File: src/rtl/szd_pkg.sv
// Package: shared helpers for the stereo zero detector.
// Assumes: run lengths are positive integers.
package szd_pkg;

    // Number of bits needed to hold values 0..max_val inclusive.
    function automatic int run_cnt_width(input int max_val);
        int w;
        w = 1;
        while ((1 << w) <= max_val) w++;
        return w;
    endfunction

endpackage

File: src/rtl/szd_frame_classify.sv
// Module: decides whether a stereo frame is silent (every channel word zero).
// Assumes: samples are valid whenever the caller strobes; output is combinational.
module szd_frame_classify #(
    parameter int SAMPLE_W = 24,
    parameter int CHANNELS = 2
) (
    input  logic [CHANNELS-1:0][SAMPLE_W-1:0] smp,
    output logic                              all_zero
);

    logic [CHANNELS-1:0] ch_zero;

    // One zero comparator per channel word.
    for (genvar c = 0; c < CHANNELS; c++) begin : g_chan
        assign ch_zero[c] = (smp[c] == '0);
    end

    // The frame is silent only when every channel is zero.
    always_comb all_zero = &ch_zero;

endmodule

File: src/rtl/szd_run_counter.sv
// Module: saturating count of consecutive silent frames.
// Assumes: stb marks one frame per pulse; pwrdn takes priority over frames.
// Also reports whether the next count reaches the run length.
module szd_run_counter #(
    parameter int RUN_LEN = 8192
) (
    input  logic clk,
    input  logic rst_n,
    input  logic stb,
    input  logic silent,
    input  logic pwrdn,
    output logic hit_nxt
);
    import szd_pkg::*;

    localparam int CNT_W = run_cnt_width(RUN_LEN);
    localparam logic [CNT_W-1:0] CNT_MAX = CNT_W'(RUN_LEN);

    logic [CNT_W-1:0] cnt_q;
    logic [CNT_W-1:0] cnt_nxt;

    // Next count: power-down clears, a nonzero frame clears, a silent frame adds and saturates.
    always_comb begin
        cnt_nxt = cnt_q;
        if (pwrdn) begin
            cnt_nxt = '0;
        end else if (stb) begin
            if (!silent)
                cnt_nxt = '0;
            else if (cnt_q != CNT_MAX)
                cnt_nxt = cnt_q + 1'b1;
        end
    end

    // Count register with synchronous active-low reset.
    always_ff @(posedge clk) begin
        if (!rst_n) cnt_q <= '0;
        else        cnt_q <= cnt_nxt;
    end

    // Flags a count that will reach the run length at this edge.
    always_comb hit_nxt = (cnt_nxt == CNT_MAX);

    p_cnt_bound_r5: assert property (@(posedge clk) disable iff (!rst_n)
        cnt_q <= CNT_MAX);
    p_clear_nonzero_r4: assert property (@(posedge clk) disable iff (!rst_n)
        (stb && !silent) |=> (cnt_q == '0));
    p_pd_clear_r7: assert property (@(posedge clk) disable iff (!rst_n)
        pwrdn |=> (cnt_q == '0));
    p_hold_no_stb_r8: assert property (@(posedge clk) disable iff (!rst_n)
        (!stb && !pwrdn) |=> $stable(cnt_q));
    p_step_r3: assert property (@(posedge clk) disable iff (!rst_n)
        (stb && silent && !pwrdn && cnt_q == CNT_MAX - 1'b1) |=> (cnt_q == CNT_MAX));

endmodule

File: src/rtl/szd_flag.sv
// Module: holds the zero flag and gates it with power-down.
// Assumes: hit_nxt comes from the run counter for the current cycle.
module szd_flag (
    input  logic clk,
    input  logic rst_n,
    input  logic stb,
    input  logic pwrdn,
    input  logic hit_nxt,
    output logic flag
);

    logic flag_q;

    // Flag register: cleared by power-down, updated only on frame strobes.
    always_ff @(posedge clk) begin
        if (!rst_n)     flag_q <= 1'b0;
        else if (pwrdn) flag_q <= 1'b0;
        else if (stb)   flag_q <= hit_nxt;
    end

    // Power-down forces the output low in the same cycle.
    always_comb flag = flag_q && !pwrdn;

    p_flag_hold_r8: assert property (@(posedge clk) disable iff (!rst_n)
        (!stb && !pwrdn) |=> $stable(flag_q));
    p_flag_needs_full_r3: assert property (@(posedge clk) disable iff (!rst_n)
        $rose(flag_q) |-> $past(hit_nxt && stb));
    p_flag_pd_r9: assert property (@(posedge clk) disable iff (!rst_n)
        pwrdn |=> !flag_q);

endmodule

File: src/rtl/stereo_zero_detect.sv
// Module: top of the stereo zero detector.
// Raises zero_flag after RUN_LEN strobed frames in which both channels are zero.
// Assumes: one frame_stb pulse per sample period; all inputs synchronous to clk.
module stereo_zero_detect #(
    parameter int SAMPLE_W = 24,
    parameter int RUN_LEN  = 8192
) (
    input  logic                clk,
    input  logic                rst_n,
    input  logic                frame_stb,
    input  logic [SAMPLE_W-1:0] left_smp,
    input  logic [SAMPLE_W-1:0] right_smp,
    input  logic                dac_pwrdn,
    output logic                zero_flag
);

    logic [1:0][SAMPLE_W-1:0] smp_pair;
    logic                     silent;
    logic                     hit_nxt;

    // Pack both channels for the classifier.
    always_comb smp_pair = {right_smp, left_smp};

    szd_frame_classify #(.SAMPLE_W(SAMPLE_W), .CHANNELS(2)) u_classify (
        .smp      (smp_pair),
        .all_zero (silent)
    );

    szd_run_counter #(.RUN_LEN(RUN_LEN)) u_count (
        .clk     (clk),
        .rst_n   (rst_n),
        .stb     (frame_stb),
        .silent  (silent),
        .pwrdn   (dac_pwrdn),
        .hit_nxt (hit_nxt)
    );

    szd_flag u_flag (
        .clk     (clk),
        .rst_n   (rst_n),
        .stb     (frame_stb),
        .pwrdn   (dac_pwrdn),
        .hit_nxt (hit_nxt),
        .flag    (zero_flag)
    );

    p_nonzero_drops_r4: assert property (@(posedge clk) disable iff (!rst_n)
        (frame_stb && (left_smp != '0 || right_smp != '0)) |=> !zero_flag);
    p_one_side_r2: assert property (@(posedge clk) disable iff (!rst_n)
        (frame_stb && ((left_smp == '0) != (right_smp == '0))) |=> !zero_flag);

endmodule

File: config.mk
export PLATFORM = sky130hd
export DESIGN_NAME = stereo_zero_detect
export DESIGN_NICKNAME = d
export VERILOG_FILES = /design/src/rtl/szd_pkg.sv /design/src/rtl/szd_frame_classify.sv /design/src/rtl/szd_run_counter.sv /design/src/rtl/szd_flag.sv /design/src/rtl/stereo_zero_detect.sv
export SDC_FILE = /design/constraint.sdc
export NUM_CORES = 1
export LEC_CHECK = 0
export ABC_AREA = 1
export BUFFER_PORTS_ARGS = -buffer_cell sky130_fd_sc_hd__buf_2
export CELL_PAD_IN_SITES_DETAIL_PLACEMENT = 0
export CELL_PAD_IN_SITES_GLOBAL_PLACEMENT = 1
export CORE_UTILIZATION = 33
export DETAILED_ROUTE_END_ITERATION = 6
export PLACE_DENSITY_LB_ADDON = 0.25
export REMOVE_ABC_BUFFERS = 1
export SYNTH_ARGS = -nofsm -noshare
export SYNTH_HDL_FRONTEND = slang
export SYNTH_SLANG_ARGS = --single-unit
File: constraint.sdc
create_clock -name clk -period 3.1 [get_ports clk]
set_input_delay 0.62 -clock clk [delete_from_list [all_inputs] [get_ports clk]]
set_output_delay 0.62 -clock clk [all_outputs]
set_load 0.02 [all_outputs]
After elaboration in Yosys (flattened, before gate mapping)
Index checks and enable logic that the tools add are counted.
{"block": "totals", "register_bits": 15, "latchBits": 0, "mem_bits_rw": 0, "rom_bits": 0, "out_inout_bits": 1, "wordCells": 16, "mem_count": 0}
{"block": "op_classes", "n_addsub": 1, "multipliers": 0, "n_div": 0, "n_lt_le_gt_ge": 0, "eq_ne": 2, "shift": 0, "n_mux": 4, "bitwise_logic": 1, "reduce_logical": 6}
{"cell": "$mux 14", "count": 4}
{"cell": "$logic_not 24->1", "count": 2}
{"cell": "$add 14x1->14 const B", "count": 1}
{"cell": "$eq 14x14->1 const B", "count": 1}
{"cell": "$ne 14x14->1 const B", "count": 1}
{"cell": "$reduce_and 2->1", "count": 1}
{"cell": "$reduce_or 2->1", "count": 1}
{"cell": "$logic_and 1x1->1", "count": 1}
{"cell": "$logic_not 1->1", "count": 1}
{"cell": "$not 1->1", "count": 1}

Depth between registers and ports, before layout
{"block": "logic_depth", "ltp_word": 6, "depth_mapped": 15}

Modules after synthesis
A second synthesis with hierarchy kept.
{"block": "unflattened", "hier_cells": 253, "hier_area_um2": 1383.8}
{"mod": "szd_run_counter", "n_inst": 1, "cells_each": 199, "area_per_inst_um2": 1154.9, "seq_area_each_um2": 280.3}
{"mod": "szd_frame_classify", "n_inst": 1, "cells_each": 45, "area_per_inst_um2": 173.9, "seq_area_each_um2": 0.0}
{"mod": "szd_flag", "n_inst": 1, "cells_each": 9, "area_per_inst_um2": 55.1, "seq_area_each_um2": 20.0}

Least setup slack after synthesis
Ideal clock, no wire load.
{"block": "synth_timing", "path_kind": "input to register", "from": "in frame_stb", "to": "reg u_flag.flag_q", "setup_ps": 66, "t_arrival_ps": 1600, "required_ps": 3034, "slack_ps": 1434, "cell_stages": 10, "path_buffers": 2, "cell_sequence": "buf_2 > buf_2 > nand3_1 > nand2_1 > nand3_1 > nor2_1 > nand2_1 > nor2_1 > nand3_1 > a21oi_2"}
{"block": "synth_between", "elab_chain_cells": 3}
{"item": "start: declaration", "line": "stereo_zero_detect.sv:10", "source": "input logic frame_stb,"}
{"item": "$mux 14", "line": "szd_run_counter.sv:27", "source": "end else if (stb) begin"}
{"item": "$mux 14", "line": "szd_run_counter.sv:25", "source": "if (pwrdn) begin"}
{"item": "$eq 14x14->1", "line": "szd_run_counter.sv:42", "source": "always_comb hit_nxt = (cnt_nxt == CNT_MAX);"}
{"item": "end signal: assignment", "line": "szd_flag.sv:18", "source": "else if (stb) flag_q <= hit_nxt;"}
{"item": "end: declaration", "line": "szd_flag.sv:12", "source": "logic flag_q;"}
Several ways; a longest one is shown, not always the timed one.
A chain may end at the register's enable or synchronous reset.

Final worst setup path
{"block": "layout_timing", "from": "reg u_count.cnt_q[0]", "to": "reg u_flag.flag_q"}
{"block": "layout_between", "elab_chain_cells": 6, "word_cells_on_any_way": 7, "classes_between": "add/sub (1); eq/ne (2); mux (4)"}
{"item": "start: declaration", "line": "szd_run_counter.sv:19", "source": "logic [CNT_W-1:0] cnt_q;"}
{"item": "start signal: assignment", "line": "szd_run_counter.sv:38", "source": "else cnt_q <= cnt_nxt;"}
{"item": "$add 14x1->14 or $ne 14x14->1 (tied branches)", "line": "szd_run_counter.sv:31, szd_run_counter.sv:30"}
{"item": "$mux 14", "line": "szd_run_counter.sv:30", "source": "else if (cnt_q != CNT_MAX)"}
{"item": "$mux 14", "line": "szd_run_counter.sv:28", "source": "if (!silent)"}
{"item": "$mux 14 (*)", "line": "szd_run_counter.sv:27"}
{"item": "$mux 14 (*)", "line": "szd_run_counter.sv:25"}
{"item": "$eq 14x14->1 (*)", "line": "szd_run_counter.sv:42"}
Mark *: on every way between the ends. The rest lies on a longest branch, timed or not.

==> impl_results.md <==
- Status: finished, final reports clean
- CTS tree: built
- Antenna fix cells: 0
- Cell Pwr Density: 270 nW/um^2
- First-pass GRT wire length: between 5 and 6 mm
- # clock sinks: 15
- Reg2reg start: u_count.cnt_q[0]
- Detailed Routing Iterations Pass 1: 4
- Critical Path RT: 3.29 ns
- Layout net count: 328
- Critical Path Sink Type: flop
- Post-synthesis register bit count: 15
- Core Rows: 21
- Die width: 63.1 um
- Worst Hold Class: flop to flop
- Pre-CTS setup slack: 1.04 ns
- Clk slew on worst S/H paths: roughly 0.070 ns
- R2R setup slack: 1.15 ns
- Final Wtd Congestion: 0.802
- Number of CTS-inserted buffers: 3
- Fin. Hold Viols: 0
- WHS Path Cells: 2
- Clk root buf: clkbuf_8
- Most frequent cells after synthesis: nand2_1, nor2_1, inv_1
- WS Path Type: flop to flop
- Total GRT Usage: 18.1%
- Crit-path max FO: 13
- Die Y: around 63 um
- CTS Hold Bufs: 0
- Unrepaired setup endpoints after global routing: false
- Post-Syn Area: 1230 sq um
- Gr ovfl total: 0
- Setup Fix Bufs, Post-CTS: 0
- Syn Inst Count: 220
- DRC viols: 0
- Average size of a mapped cell: 5.59 sq um
- F_max: about 0.51 GHz
- Largest net degree at the start of global routing: 19
- Worst Clk Skew: 0.00286 ns
- R2R depth: 12
- CTS H-tree lvls: 1
- Worst Hold End: u_flag.flag_q
- Worst EP arrival: around 2.1 ns
- Library cell with the largest summed area after synthesis: dfxtp_1
- Max-slew violation count: 0
- Final Critical Period: a little under 2 ns
- Max_slew headroom: 70.9%
- Sequential fraction of the synthesis area: approximately a quarter
- Startpoint Class: flop
- Worst r2r dst: u_flag.flag_q
- Clock Path Buffers: 2
- Peak VDD IR: 0.000249 V
- Drt total wl: 3.20 mm
- Initial antenna violation count: 0
- Layout fillers: ~380
- Post-synth EDFFs: 0
- Top delay family on crit path: simple AND/OR/NAND/NOR gates
- Post-CTS Resized: 0
- Via count: 1462
- DPL Wire Length: 2.69 mm
- Final worst-path cycle share: between 60% and 70%
- Core Util, Final: 45.7%
- Total die area: approximately 4000 sq um
- Pleak: about 0.74 nW
- Initial core utilization: 35.7%
- I/O Buffers: 52
- Antenna Nets Post-Route: 0
- Synth unique cells: 26
- WL/cell: about 10 um
- Syn-to-layout area delta: 27.9%
- Tightest Pin Transition: 0.436 ns
- Fraction of layout cells with a size suffix above 1: 26.4%
- Critical-path cell list: inv_1 > ha_1 > nand2_1 > nor2_2 > nand2_2 > nand2_2 > nor2_1 > xor2_1 > nand3_1 > nor2_1 > nand3_1 > a21oi_2
- Final instance area: 1570 sq um
- Worst Hold Launch: u_flag.flag_q
- Vias in the first global route: 1427
- I/O pin count: 53
- 1st-iter DRT viols: 119
- Fin worst setup slack: 1.15 ns
- Vias/cell: 4.58
- Buffers and inverters on the worst path: 1
- CORE AREA: 3440 sq um
- Slowest cell on the critical path: dfxtp_1
- MaxCap Viol Count: 0
- Setup tns final: 0 ns
- Yosys warning count: 0
- Async set-reset flop share out of synthesis: 0%
- Top_reg_cell synth: dfxtp_1
- Synth top area share: around 24%
- Top-count cell post-synth: nand2_1
- Placed Instance Area: about 1500 sq um
- Largest cells by area after synthesis: dfxtp_1, nand2_1, nor2_1
- Clk_lat worst skew: around 0.25 ns
- Crit path largest cell delay: between 0.3 and 0.4 ns
- # setup viols final: 0
==> stage by stage <==
step,hold WS (ns),power [mW],cells
final,0.516,0.425,319
after global routing,0.534,0.448,319
after CTS,0.506,0.431,319
after detailed placement,0.494,0.268,315
after global placement,0.491,0.268,315
after floorplan,0.453,0.228,217
==> logic make-up after synthesis <==
| group | count (synthesis) | synth area share (%) |
|---|---|---|
| adders and majority gates | 2 | 2.03 |
| AOI/OAI and AO/OA | 9 | 4.17 |
| and+or+nand+nor | 166 | 59.2 |
| DFF | 15 | 24.4 |
| buffers and inverters | 26 | 8.75 |
| xor gates and xnor gates | 2 | 1.42 |
==> power by group <==
part           switching, mW  internal, mW
registers            0.00161         0.194
clock network         0.0718        0.0890
logic                 0.0333        0.0344
==> per-layer routing <==
metal  share of wire (%)  routed length [um]  up-vias  track usage, %
met5                   0                   0        -               0
met4                0.75                  24        0            4.07
met3                 5.7                 183        4            4.53
met2                  46                1460       39            31.0
met1                  48                1530      628            22.5
li1                    -                   -      791               -
==> how the worst max path moves through the flow <==
stage | startpoint | endpoint | slack (ns) | cells past startpoint
global placement | left_smp[23] | u_count.cnt_q[13] | 1.04 | 10
CTS | u_count.cnt_q[0] | u_flag.flag_q | 1.14 | 12
global route | u_count.cnt_q[0] | u_flag.flag_q | 0.90 | 12
finish | u_count.cnt_q[0] | u_flag.flag_q | 1.15 | 12
floorplan | u_count.cnt_q[0] | u_flag.flag_q | 1.39 | 12
detailed placement | left_smp[23] | u_count.cnt_q[13] | 1.04 | 10
==> tightest hold or removal path, cell delays in order, from the launching register on <==
cell	delay [ns]
dfxtp_1	0.33
nand2_1	0.09
a21oi_2	0.05
==> state kept, by name (all words and copies together), names as in the netlist <==
signal / flops
u_count.cnt_q: 14
u_flag.flag_q: 1
==> final cells by class <==
type / instances / area, sq um / share of cell area (%)
Clock buffer: 3 / 41.3 / 2.63
Clock inverter: 1 / 5.00 / 0.318
Inverter: 23 / 86.3 / 5.49
Multi-Input combinational cell: 179 / 822 / 52.3
Sequential cell: 15 / 300 / 19.1
Tap cell: 46 / 57.6 / 3.66
Timing Repair Buffer: 52 / 260 / 16.5
==> cells in the final DEF, fill, tap and decap left out, types with 2 or more instances in the layout <==
cell type   n
o21ai_1     4
inv_2       3
inv_1      19
nand2_2     4
nor2_1     63
xor2_1      2
nand2_1    65
nor2_4      2
nand3b_1    2
nor3_2      2
dfxtp_1    15
nand3_1    16
nand4_1     5
ha_1        2
nor2_2      2
clkbuf_8    3
a21oi_1     3
buf_2      52
Note: power is estimated with default switching activity, not from simulation.
